[config.mk]
export PLATFORM = sky130hd
export DESIGN_NAME = serial_shift_port
export DESIGN_NICKNAME = d
export VERILOG_FILES = /design/src/rtl/ssp_pkg.sv /design/src/rtl/ssp_edge_det.sv /design/src/rtl/ssp_tx_path.sv /design/src/rtl/ssp_rx_path.sv /design/src/rtl/serial_shift_port.sv
export SDC_FILE = /design/constraint.sdc
export NUM_CORES = 1
export LEC_CHECK = 0
export BUFFER_PORTS_ARGS = -buffer_cell sky130_fd_sc_hd__buf_4
export CORE_MARGIN = 2
export CORE_UTILIZATION = 50
export DETAILED_ROUTE_END_ITERATION = 6
export PLACE_DENSITY = 0.77
export SYNTH_ARGS = -nofsm -noshare
export SYNTH_HDL_FRONTEND = slang
export SYNTH_HIERARCHICAL = 1
export SYNTH_SLANG_ARGS = --single-unit
[constraint.sdc]
create_clock -name clk -period 3.3 [get_ports clk]
set_clock_uncertainty 0.2 [all_clocks]
set_input_delay 0.165 -clock clk [delete_from_list [all_inputs] [get_ports clk]]
set_output_delay 0.165 -clock clk [all_outputs]
set_load 0.05 [all_outputs]
[src/rtl/ssp_pkg.sv]
package ssp_pkg;
  typedef struct packed {
    logic msb_first;
    logic len8;
  } ssp_fmt_t;
endpackage

[src/rtl/ssp_edge_det.sv]
module ssp_edge_det (
  input  logic clk,
  input  logic rst_n,
  input  logic sig,
  output logic rise,
  output logic fall
);
  logic sig_q;

  always_ff @(posedge clk or negedge rst_n) begin
    if (!rst_n) sig_q <= 1'b0;
    else        sig_q <= sig;
  end

  assign rise = sig & ~sig_q;
  assign fall = ~sig & sig_q;
endmodule

[src/rtl/ssp_tx_path.sv]
module ssp_tx_path
  import ssp_pkg::*;
#(
  parameter int WORD_W  = 16,
  parameter int SHORT_W = 8
) (
  input  logic              clk,
  input  logic              rst_n,
  input  logic              bclk_rise,
  input  logic              bclk_fall,
  input  logic              frame,
  input  logic              cfg_msb_first,
  input  logic              cfg_len8,
  input  logic              cfg_out_delay,
  input  logic              tx_valid,
  input  logic [WORD_W-1:0] tx_data,
  output logic              tx_ready,
  output logic              dout
);
  localparam int CNT_W = $clog2(WORD_W + 1);
  localparam logic [CNT_W-1:0] LEN_LONG  = CNT_W'(WORD_W);
  localparam logic [CNT_W-1:0] LEN_SHORT = CNT_W'(SHORT_W);
  localparam logic [CNT_W-1:0] ONE       = CNT_W'(1);

  logic [WORD_W-1:0] hold_q, sh_q;
  logic              hold_full_q;
  logic [CNT_W-1:0]  rem_q;
  ssp_fmt_t          fmt_q;
  logic              pend_q, dout_q;
  logic              start, launch, next_bit;
  logic [WORD_W-1:0] load_word;

  assign start    = bclk_rise & frame & (rem_q <= ONE) & hold_full_q;
  assign launch   = bclk_rise & (rem_q != '0);
  assign next_bit = fmt_q.msb_first ? (fmt_q.len8 ? sh_q[SHORT_W-1] : sh_q[WORD_W-1])
                                    : sh_q[0];
  assign load_word = cfg_len8 ? {{(WORD_W-SHORT_W){1'b0}}, hold_q[SHORT_W-1:0]} : hold_q;

  always_ff @(posedge clk or negedge rst_n) begin
    if (!rst_n) begin
      hold_q      <= '0;
      hold_full_q <= 1'b0;
      sh_q        <= '0;
      rem_q       <= '0;
      fmt_q       <= '0;
      pend_q      <= 1'b0;
      dout_q      <= 1'b0;
    end else begin
      if (launch) begin
        pend_q <= next_bit;
        if (!cfg_out_delay) dout_q <= next_bit;
        sh_q  <= fmt_q.msb_first ? (sh_q << 1) : (sh_q >> 1);
        rem_q <= rem_q - ONE;
      end else if (bclk_fall && cfg_out_delay) begin
        dout_q <= pend_q;
      end
      if (start) begin
        sh_q            <= load_word;
        rem_q           <= cfg_len8 ? LEN_SHORT : LEN_LONG;
        fmt_q.msb_first <= cfg_msb_first;
        fmt_q.len8      <= cfg_len8;
        hold_full_q     <= 1'b0;
      end
      if (tx_valid && !hold_full_q) begin
        hold_q      <= tx_data;
        hold_full_q <= 1'b1;
      end
    end
  end

  assign tx_ready = ~hold_full_q;
  assign dout     = dout_q;

  p_accept_fills_r2: assert property (@(posedge clk) disable iff (!rst_n)
    (tx_valid && tx_ready) |=> !tx_ready);
  p_empty_after_frame_r3: assert property (@(posedge clk) disable iff (!rst_n)
    $rose(tx_ready) |-> $past(bclk_rise && frame));
  p_quiet_between_edges_r7: assert property (@(posedge clk) disable iff (!rst_n)
    (!bclk_rise && !bclk_fall) |=> $stable(dout));
  p_delay_rise_quiet_r6: assert property (@(posedge clk) disable iff (!rst_n)
    (bclk_rise && cfg_out_delay) |=> $stable(dout));
endmodule

[src/rtl/ssp_rx_path.sv]
module ssp_rx_path
  import ssp_pkg::*;
#(
  parameter int WORD_W  = 16,
  parameter int SHORT_W = 8
) (
  input  logic              clk,
  input  logic              rst_n,
  input  logic              bclk_rise,
  input  logic              bclk_fall,
  input  logic              frame,
  input  logic              din,
  input  logic              cfg_msb_first,
  input  logic              cfg_len8,
  input  logic              rx_ready,
  output logic              rx_valid,
  output logic [WORD_W-1:0] rx_data
);
  localparam int CNT_W = $clog2(WORD_W + 1);
  localparam logic [CNT_W-1:0] LEN_LONG  = CNT_W'(WORD_W);
  localparam logic [CNT_W-1:0] LEN_SHORT = CNT_W'(SHORT_W);
  localparam logic [CNT_W-1:0] ONE       = CNT_W'(1);

  logic [WORD_W-1:0] sh_q, sh_next, word;
  logic [CNT_W-1:0]  rem_q;
  ssp_fmt_t          fmt_q;
  logic              take, last, start;
  logic              valid_q;
  logic [WORD_W-1:0] data_q;

  assign take  = bclk_rise & (rem_q != '0);
  assign last  = take & (rem_q == ONE);
  assign start = bclk_rise & frame & (rem_q <= ONE);

  assign sh_next = fmt_q.msb_first ? {sh_q[WORD_W-2:0], din} : {din, sh_q[WORD_W-1:1]};

  always_comb begin
    if (!fmt_q.len8)          word = sh_next;
    else if (fmt_q.msb_first) word = {{(WORD_W-SHORT_W){1'b0}}, sh_next[SHORT_W-1:0]};
    else                      word = {{(WORD_W-SHORT_W){1'b0}}, sh_next[WORD_W-1 -: SHORT_W]};
  end

  always_ff @(posedge clk or negedge rst_n) begin
    if (!rst_n) begin
      sh_q    <= '0;
      rem_q   <= '0;
      fmt_q   <= '0;
      valid_q <= 1'b0;
      data_q  <= '0;
    end else begin
      if (take) begin
        sh_q  <= sh_next;
        rem_q <= rem_q - ONE;
      end
      if (start) begin
        sh_q            <= '0;
        rem_q           <= cfg_len8 ? LEN_SHORT : LEN_LONG;
        fmt_q.msb_first <= cfg_msb_first;
        fmt_q.len8      <= cfg_len8;
      end
      if (last) begin
        valid_q <= 1'b1;
        data_q  <= word;
      end else if (rx_ready) begin
        valid_q <= 1'b0;
      end
    end
  end

  assign rx_valid = valid_q;
  assign rx_data  = data_q;

  p_done_sets_valid_r9: assert property (@(posedge clk) disable iff (!rst_n)
    last |=> rx_valid);
  p_stall_holds_r9: assert property (@(posedge clk) disable iff (!rst_n)
    (rx_valid && !rx_ready && !last) |=> (rx_valid && $stable(rx_data)));
  p_short_upper_zero_r8: assert property (@(posedge clk) disable iff (!rst_n)
    (last && fmt_q.len8) |=> (rx_data[WORD_W-1:SHORT_W] == '0));
  p_no_fall_capture_r8: assert property (@(posedge clk) disable iff (!rst_n)
    bclk_fall |=> !$rose(rx_valid));
endmodule

[src/rtl/serial_shift_port.sv]
module serial_shift_port #(
  parameter int WORD_W  = 16,
  parameter int SHORT_W = 8
) (
  input  logic              clk,
  input  logic              rst_n,
  input  logic              cfg_msb_first,
  input  logic              cfg_tx_len8,
  input  logic              cfg_rx_len8,
  input  logic              cfg_out_delay,
  input  logic              tx_bclk,
  input  logic              tx_frame,
  input  logic              tx_valid,
  output logic              tx_ready,
  input  logic [WORD_W-1:0] tx_data,
  output logic              sd_out,
  input  logic              rx_bclk,
  input  logic              rx_frame,
  input  logic              sd_in,
  output logic              rx_valid,
  input  logic              rx_ready,
  output logic [WORD_W-1:0] rx_data
);
  logic tx_rise, tx_fall, rx_rise, rx_fall;

  ssp_edge_det u_tx_edge (.clk(clk), .rst_n(rst_n), .sig(tx_bclk), .rise(tx_rise), .fall(tx_fall));
  ssp_edge_det u_rx_edge (.clk(clk), .rst_n(rst_n), .sig(rx_bclk), .rise(rx_rise), .fall(rx_fall));

  ssp_tx_path #(.WORD_W(WORD_W), .SHORT_W(SHORT_W)) u_tx (
    .clk(clk), .rst_n(rst_n), .bclk_rise(tx_rise), .bclk_fall(tx_fall), .frame(tx_frame),
    .cfg_msb_first(cfg_msb_first), .cfg_len8(cfg_tx_len8), .cfg_out_delay(cfg_out_delay),
    .tx_valid(tx_valid), .tx_data(tx_data), .tx_ready(tx_ready), .dout(sd_out)
  );

  ssp_rx_path #(.WORD_W(WORD_W), .SHORT_W(SHORT_W)) u_rx (
    .clk(clk), .rst_n(rst_n), .bclk_rise(rx_rise), .bclk_fall(rx_fall), .frame(rx_frame),
    .din(sd_in), .cfg_msb_first(cfg_msb_first), .cfg_len8(cfg_rx_len8),
    .rx_ready(rx_ready), .rx_valid(rx_valid), .rx_data(rx_data)
  );
endmodule

Word level (Yosys, flattened, before mapping)
Cells that the tools add are included.
{ "totals": {"ff_bits": 84, "inputBits": 29, "out_inout_bits": 19, "word_cells": 72} }
{ "classes": {"n_addsub": 2, "n_lt_le_gt_ge": 2, "n_eq_ne": 2, "muxes": 24, "n_bitwise": 15, "n_reduce_logical": 11} }
{ "op_table": {"columns": ["op", "n"], "rows": [
  ["16-bit two-way mux", 8],
  ["5-bit two-way mux", 6],
  ["1-bit AND", 11],
  ["5-bit by 1-bit <= comparator with 1-bit output (second input constant)", 2],
  ["2-bit nonzero test", 5],
  ["5-bit nonzero test", 2],
  ["5-bit by 1-bit subtractor with 5-bit output (second input constant)", 2],
  ["1-bit two-way mux", 9],
  ["8-bit two-way mux", 1],
  ["5-bit by 1-bit == test with 1-bit output (second input constant)", 1],
  ["1-bit inverter", 4],
  ["1-bit logical AND", 2],
  ["2-bit inequality test (second input constant)", 1],
  ["2-bit AND reduction", 1],
  ["1-bit logical NOT", 1]
]} }

Depth between registers and ports, before layout
Gate-level depths: netlist (run 1).
{ "logic_depth": {"depth_word": 7, "ltp_mapped": 8} }

Modules after synthesis
Netlist (run 1), hierarchy kept.
{ "by_module_without_submodules": {"columns": ["mod", "n_inst", "cells_each", "area_each_um2", "seq_area_each_um2"], "rows": [
  ["ssp_rx_path", 1, 186, 2055.7, 1001.0],
  ["ssp_tx_path", 1, 194, 2038.2, 1051.0],
  ["ssp_edge_det", 2, 3, 40.0, 25.0]
]} }

Least setup slack after synthesis (run 1)
Ideal clock, no wire load.
{ "synth_timing": {"kind": "reg2reg", "start": "register u_rx.rem_q[0]", "end": "register u_rx.sh_q[7]", "arrival_ns": 1.763, "required_ns": 3.004, "setup_slack_ns": 1.241, "stages_incl_launch_ff": 8, "path_buffers": 2, "synth_period_minus_slack_ns": 2.059, "cell_sequence": "dfrtp_1 inv_1 ha_1 or4b_1 and2_1 buf_6 buf_6 a311oi_2"} }
{ "synth_between": {"elab_chain_cells": 3} }
{ "synth_rtl": {"columns": ["element", "line", "rtl"], "rows": [
  ["start: declaration", "ssp_rx_path.sv:25", "logic [CNT_W-1:0] rem_q;"],
  ["start signal: assignment", "ssp_rx_path.sv:53", "rem_q <= rem_q - ONE;"],
  ["start signal: assignment", "ssp_rx_path.sv:57", "rem_q <= cfg_len8 ? LEN_SHORT : LEN_LONG;"],
  ["5-bit by 1-bit <= comparator with 1-bit output or 5-bit nonzero test (tied branches)", "ssp_rx_path.sv:33, ssp_rx_path.sv:31", null],
  ["1-bit AND (on tied branches)", "ssp_rx_path.sv:33, ssp_rx_path.sv:31", null],
  ["16-bit two-way mux or 2-bit nonzero test (tied branches)", null, null],
  ["end signal: assignment", "ssp_rx_path.sv:52", "sh_q <= sh_next;"],
  ["end: declaration", "ssp_rx_path.sv:24", "logic [WORD_W-1:0] sh_q, sh_next, word;"]
]} }
Several ways; a longest one is shown, not always the timed one.
A chain may end at the register's enable or synchronous reset.

Final worst setup path (run 1)
{ "layout_timing": {"start": "register u_rx.rem_q[0]", "end": "register u_rx.sh_q[1]"} }
The elaborated chain is that of the path after synthesis.

==> results of run 1 <==
-- cell usage in the layout, fill, tap and decap left out, types with 8 or more instances in the layout --
| cell | instances |
|---|---|
| buf_4 | 53 |
| o21ai_0 | 21 |
| a21oi_1 | 21 |
| nand3_1 | 25 |
| a211oi_1 | 9 |
| dfrtp_1 | 84 |
| mux2i_1 | 33 |
| a311oi_1 | 8 |
| nor2_1 | 15 |
| nand2b_1 | 8 |
| nand2_1 | 29 |
| o21ai_1 | 18 |
| clkbuf_8 | 10 |
| mux2_2 | 34 |
| dlygate4sd3_1 | 27 |
-- final cells by class --
class,count,area [um2]
Inverter,8,30.0
Clock buffer,12,145
Clock inverter,4,72.6
Tap cell,105,131
Fill cell,663,3120
Multi-Input combinational cell,263,1870
Sequential cell,84,2100
Timing Repair Buffer,80,668
-- metal layers --
layer	part of all wire, %	wire [um]	vias to the layer above
li1	-	-	1500
met1	47	4100	1512
met2	46	4050	75
met3	4.7	408	17
met4	2.2	195	0
met5	0	0	-
-- flip-flops by register name (all words and copies together) (netlist names) --
name / count
u_tx/rem_q: 5
u_rx/rx_data: 16
u_rx_edge/sig_q: 1
u_tx/hold_full_q: 1
u_rx/sh_q: 16
u_tx/hold_q: 16
u_rx/fmt_q: 2
u_tx/pend_q: 1
u_tx/fmt_q: 2
u_rx/rem_q: 5
u_tx_edge/sig_q: 1
u_rx/rx_valid: 1
u_tx/sh_q: 16
u_tx/dout: 1
-- critical path, cell delays in order (launching register included) --
cell and delay (ns):
dfrtp_1 0.41, inv_1 0.13, ha_1 0.22, or4b_1 0.47, buf_4 0.23, and2_1 0.40
a311oi_1 0.40
-- worst max path at each step --
stage	start	end	slack, ns	cells after the start
2_1_floorplan	u_rx/rem_q[0]$_DFFE_PN0P_	u_rx/sh_q[7]$_DFFE_PN0P_	1.24	7
3_3_place_gp	u_rx/rem_q[0]$_DFFE_PN0P_	u_rx/sh_q[1]$_DFFE_PN0P_	0.97	6
3_5_place_dp	u_rx/rem_q[0]$_DFFE_PN0P_	u_rx/sh_q[0]$_DFFE_PN0P_	0.77	6
4_1_cts	u_rx/rem_q[0]$_DFFE_PN0P_	u_rx/sh_q[6]$_DFFE_PN0P_	0.75	6
5_1_grt	rx_bclk	u_rx/sh_q[15]$_DFFE_PN0P_	0.57	8
6_report	u_rx/rem_q[0]$_DFFE_PN0P_	u_rx/sh_q[1]$_DFFE_PN0P_	0.73	6
-- power breakdown --
part	leakage, nW	internal [mW]	total, mW	switching [mW]
registers	0.985	1.48	1.97	0.492
logic	1.07	0.780	1.67	0.889
clock network	0.107	0.447	0.805	0.359
==> metrics.csv, run 1 <==
metric;value;unit
CTS H-tree lvls;3;
die width;95.3;um
post-route cell area;5020;um2
GR Overflow Total;0;
antenna violations before repair;0;
cell count after synthesis;385;
aggregate global-route resource usage;21.1;%
WS Path Type;register to register;
fraction of layout cells with a size suffix above 1;24.4;%
M2 GR Usage;31.9;%
Reg clk slew, reported paths;0.09;ns
CTS buffer count;9;
period utilization;78.0;%
placed cell area;4530;um2
Final Max Slew Viols;0;
crit-path max FO;21;
slew margin rel.;31.4;%
Starting DRT DRC Count;230;
Worst EP arrival;2.61;ns
Slew @ Worst Pin;1.03;ns
DRT antenna net count;0;
First-pass DRT Iterations;4;
final worst setup slack;0.725;ns
Final Critical Period;2.57;ns
via count;3104;
mapped cell area;4170;um2
core area;8130;um2
Final Util;61.7;%
clk_lat worst skew;0.35;ns
PwrDens;886;nW/um2
synthesized net count;419;
Layout Cells excl Fill;556;
via/cell ratio;5.58;
DP HPWL;5500;um
Site Rows;33;
hold path start;tx_frame;
CTS hold repair buffers;27;
Critical Path Source Type;register;
RD Place Congestion;0.779;
TNS Setup;0;ns
Remaining DRCs;0;
final net count;480;
largest net degree at the start of global routing;85;
Die Y;95.3;um
Post-Place Cells;513;
Post-Route WL;8750;um
IO Count;48;
Synth Warn #;6;
fmax;0.388;GHz
FF-to-FF End;u_rx/sh_q[1]$_DFFE_PN0P_;
Avg WL per Cell;15.7;um
TritonCTS clock tree;yes;
die area;9080;um2
worst IR drop on VDD;0.541;mV
initial core utilization;51.2;%
CP required;3.34;ns
FF-to-FF setup slack;0.73;ns
busiest metal layer after global routing;met2;
min-delay worst type;input port to register;
Hold Slack;0.263;ns
Avg Synthesized Cell Area;10.8;um2
hold worst-path end;u_tx/sh_q[0]$_DFFE_PN0P_;
final setup fails;0;
met1 usage;29.3;%
GR Util met3;3.24;%
clk buf depth;2;
Worst Hold Depth;4;
IO buf count;47;
final hold violations;0;
FF-to-FF Start;u_rx/rem_q[0]$_DFFE_PN0P_;
status;finished clean;
DP Worst Slack;0.769;ns
vias in the first global route;3098;
RSZ-0062 raised after global routing;false;
Post-CTS Setup Bufs;0;
worst reg2reg path depth;6;
total power;4.44;mW
Leak;2.16;nW
Resized cells post-CTS;0;
Crit. End Element;register;
root buf cell;clkbuf_8;
first-pass GRT wire length;14800;um
Max Cap Viol;0;
area growth from synthesis to layout;20.5;%
CTS Sinks;84;
n_diodes;0;
(Power assumes the default switching activity.)
==> run 2: changes to the inputs <==
--- a/config.mk
+++ b/config.mk
@@ -9,7 +9,7 @@
 export CORE_MARGIN = 2
 export CORE_UTILIZATION = 50
 export DETAILED_ROUTE_END_ITERATION = 6
-export PLACE_DENSITY = 0.77
+export PLACE_DENSITY = 0.8
 export SYNTH_ARGS = -nofsm -noshare
 export SYNTH_HDL_FRONTEND = slang
 export SYNTH_HIERARCHICAL = 1
==> constraint.sdc (replaced) <==
create_clock -name clk -period 2.14 [get_ports clk]
set_clock_uncertainty 0.2 [all_clocks]
set_input_delay 0.107 -clock clk [delete_from_list [all_inputs] [get_ports clk]]
set_output_delay 0.107 -clock clk [all_outputs]
set_load 0.05 [all_outputs]
==> metrics.csv, run 2 (synthesis gave the netlist of run 1 again) <==
metric;value;unit
status;finished clean;
final hold violations;0;
clk buf depth;2;
GR Overflow Total;0;
DRT antenna net count;0;
via count;3158;
Worst EP arrival;2.10;ns
RD Place Congestion;0.772;
core area;8130;um2
Slew @ Worst Pin;0.529;ns
Layout Cells excl Fill;565;
Post-Route WL;8750;um
Leak;2.20;nW
Die Y;95.3;um
Reg clk slew, reported paths;0.08;ns
crit-path max FO;23;
largest net degree at the start of global routing;39;
area growth from synthesis to layout;22.3;%
fmax;0.481;GHz
Post-Place Cells;523;
fraction of layout cells with a size suffix above 1;26.3;%
CTS H-tree lvls;3;
CP delay by family, top;simple AND/OR/NAND/NOR gates;
CTS Sinks;84;
min-delay worst type;input port to asynchronous set/reset pin;
vias in the first global route;3084;
Starting DRT DRC Count;222;
via/cell ratio;5.59;
critical path's largest stage delay;0.49;ns
antenna violations before repair;0;
commonest non-fill, non-tap cell in the layout;dfrtp_1;
Sequential Area;2100;um2
TritonCTS clock tree;yes;
slowest library cell on the worst path;or4b_4;
RSZ-0062 raised after global routing;true;
root buf cell;clkbuf_8;
Final Max Slew Viols;0;
Crit. End Element;register;
DP HPWL;5840;um
CP bufs+invs;1;
most frequent cells in the layout;dfrtp_1, buf_4, mux2_2;
aggregate global-route resource usage;21.0;%
n_diodes;0;
Remaining DRCs;0;
Critical Path Source Type;register;
PwrDens;1330;nW/um2
CTS buffer count;9;
Final Util;62.6;%
First-pass DRT Iterations;4;
slew margin rel.;64.7;%
first-pass GRT wire length;14800;um
WS Path Type;register to register;
IO Count;48;
Final Critical Period;2.08;ns
Cell Chain, Critical Path;inv_1 > ha_1 > or4b_4 > and2_4 > a211oi_1 > a311oi_1;
final net count;490;
die area;9080;um2
area occupied by multi-input gates;1880;um2
period utilization;97.1;%
Site Rows;33;
CP required;2.16;ns
Max Cap Viol;0;
clk_lat worst skew;0.34;ns
fill count;649;
Avg WL per Cell;15.5;um
worst IR drop on VDD;0.724;mV
final setup fails;0;
die width;95.3;um
initial core utilization;51.2;%
IO buf count;47;
run 2: area by class of cell:
type | instances | area share, %
timing repair buffer | 90 | 15.3
inverter | 8 | 0.590
multi-input combinational | 263 | 36.9
sequential | 84 | 41.3
clock buffer | 13 | 3.12
clock inverter | 2 | 0.197
tap | 105 | 2.58
run 2: through the flow:
stage,power [mW],cell area (um2),hold slack [ns],setup WS (ns),TNS (ns)
floorplan,4.85,4170,-0.389,0.0814,0
global placement,5.55,4640,-0.162,0.0515,0
detailed placement,5.70,4640,-0.158,-0.0341,-0.118
CTS,6.75,5080,0.0118,0.0580,0
global route,7.19,5090,0.0673,-0.000540,-0.000883
finish,6.76,5090,0.0342,0.0613,0
run 2: path summary, 6_finish.rpt:
check / startpoint / cells after the start / to / slack, ns
worst min-delay path: rst_n / 2 / u_tx/hold_q[9]$_DFFE_PN0P_ / 0.03
min in group clk: rx_bclk / 2 / u_rx_edge/sig_q$_DFF_PN0_ / 0.22
max in group asynchronous: rst_n / 3 / u_rx/sh_q[5]$_DFFE_PN0P_ / 1.09
worst max-delay path: u_tx/rem_q[0]$_DFFE_PN0P_ / 6 / u_tx/rem_q[3]$_DFFE_PN0P_ / 0.06
worst min register to register: u_tx/pend_q$_DFFE_PN0P_ / 2 / u_tx/pend_q$_DFFE_PN0P_ / 0.29
worst max register to register: u_tx/rem_q[0]$_DFFE_PN0P_ / 6 / u_tx/rem_q[3]$_DFFE_PN0P_ / 0.06
run 2: power breakdown:
part	switching [mW]	total [mW]	internal (mW)
sequential	0.611	2.89	2.28
clock	0.528	1.00	0.477
combinational	1.57	2.86	1.29
run 2: per-layer routing:
layer | up-vias | GRT usage, % | routed length [um]
met4 | 0 | 8.45 | 87
met1 | 1559 | 29.2 | 4090
met2 | 79 | 33.3 | 4220
li1 | 1514 | - | -
met5 | - | 0 | 0
met3 | 6 | 2.92 | 355
run 2: what timing repair did:
| item | in CTS | in global routing |
|---|---|---|
| hold buffers | 27 | 0 |
| setup buffers | 0 | 0 |
| gates resized for setup | 1 | 4 |
| endpoints found under the hold margin | 115 | 0 |
| endpoints found under the setup margin | 7 | 30 |
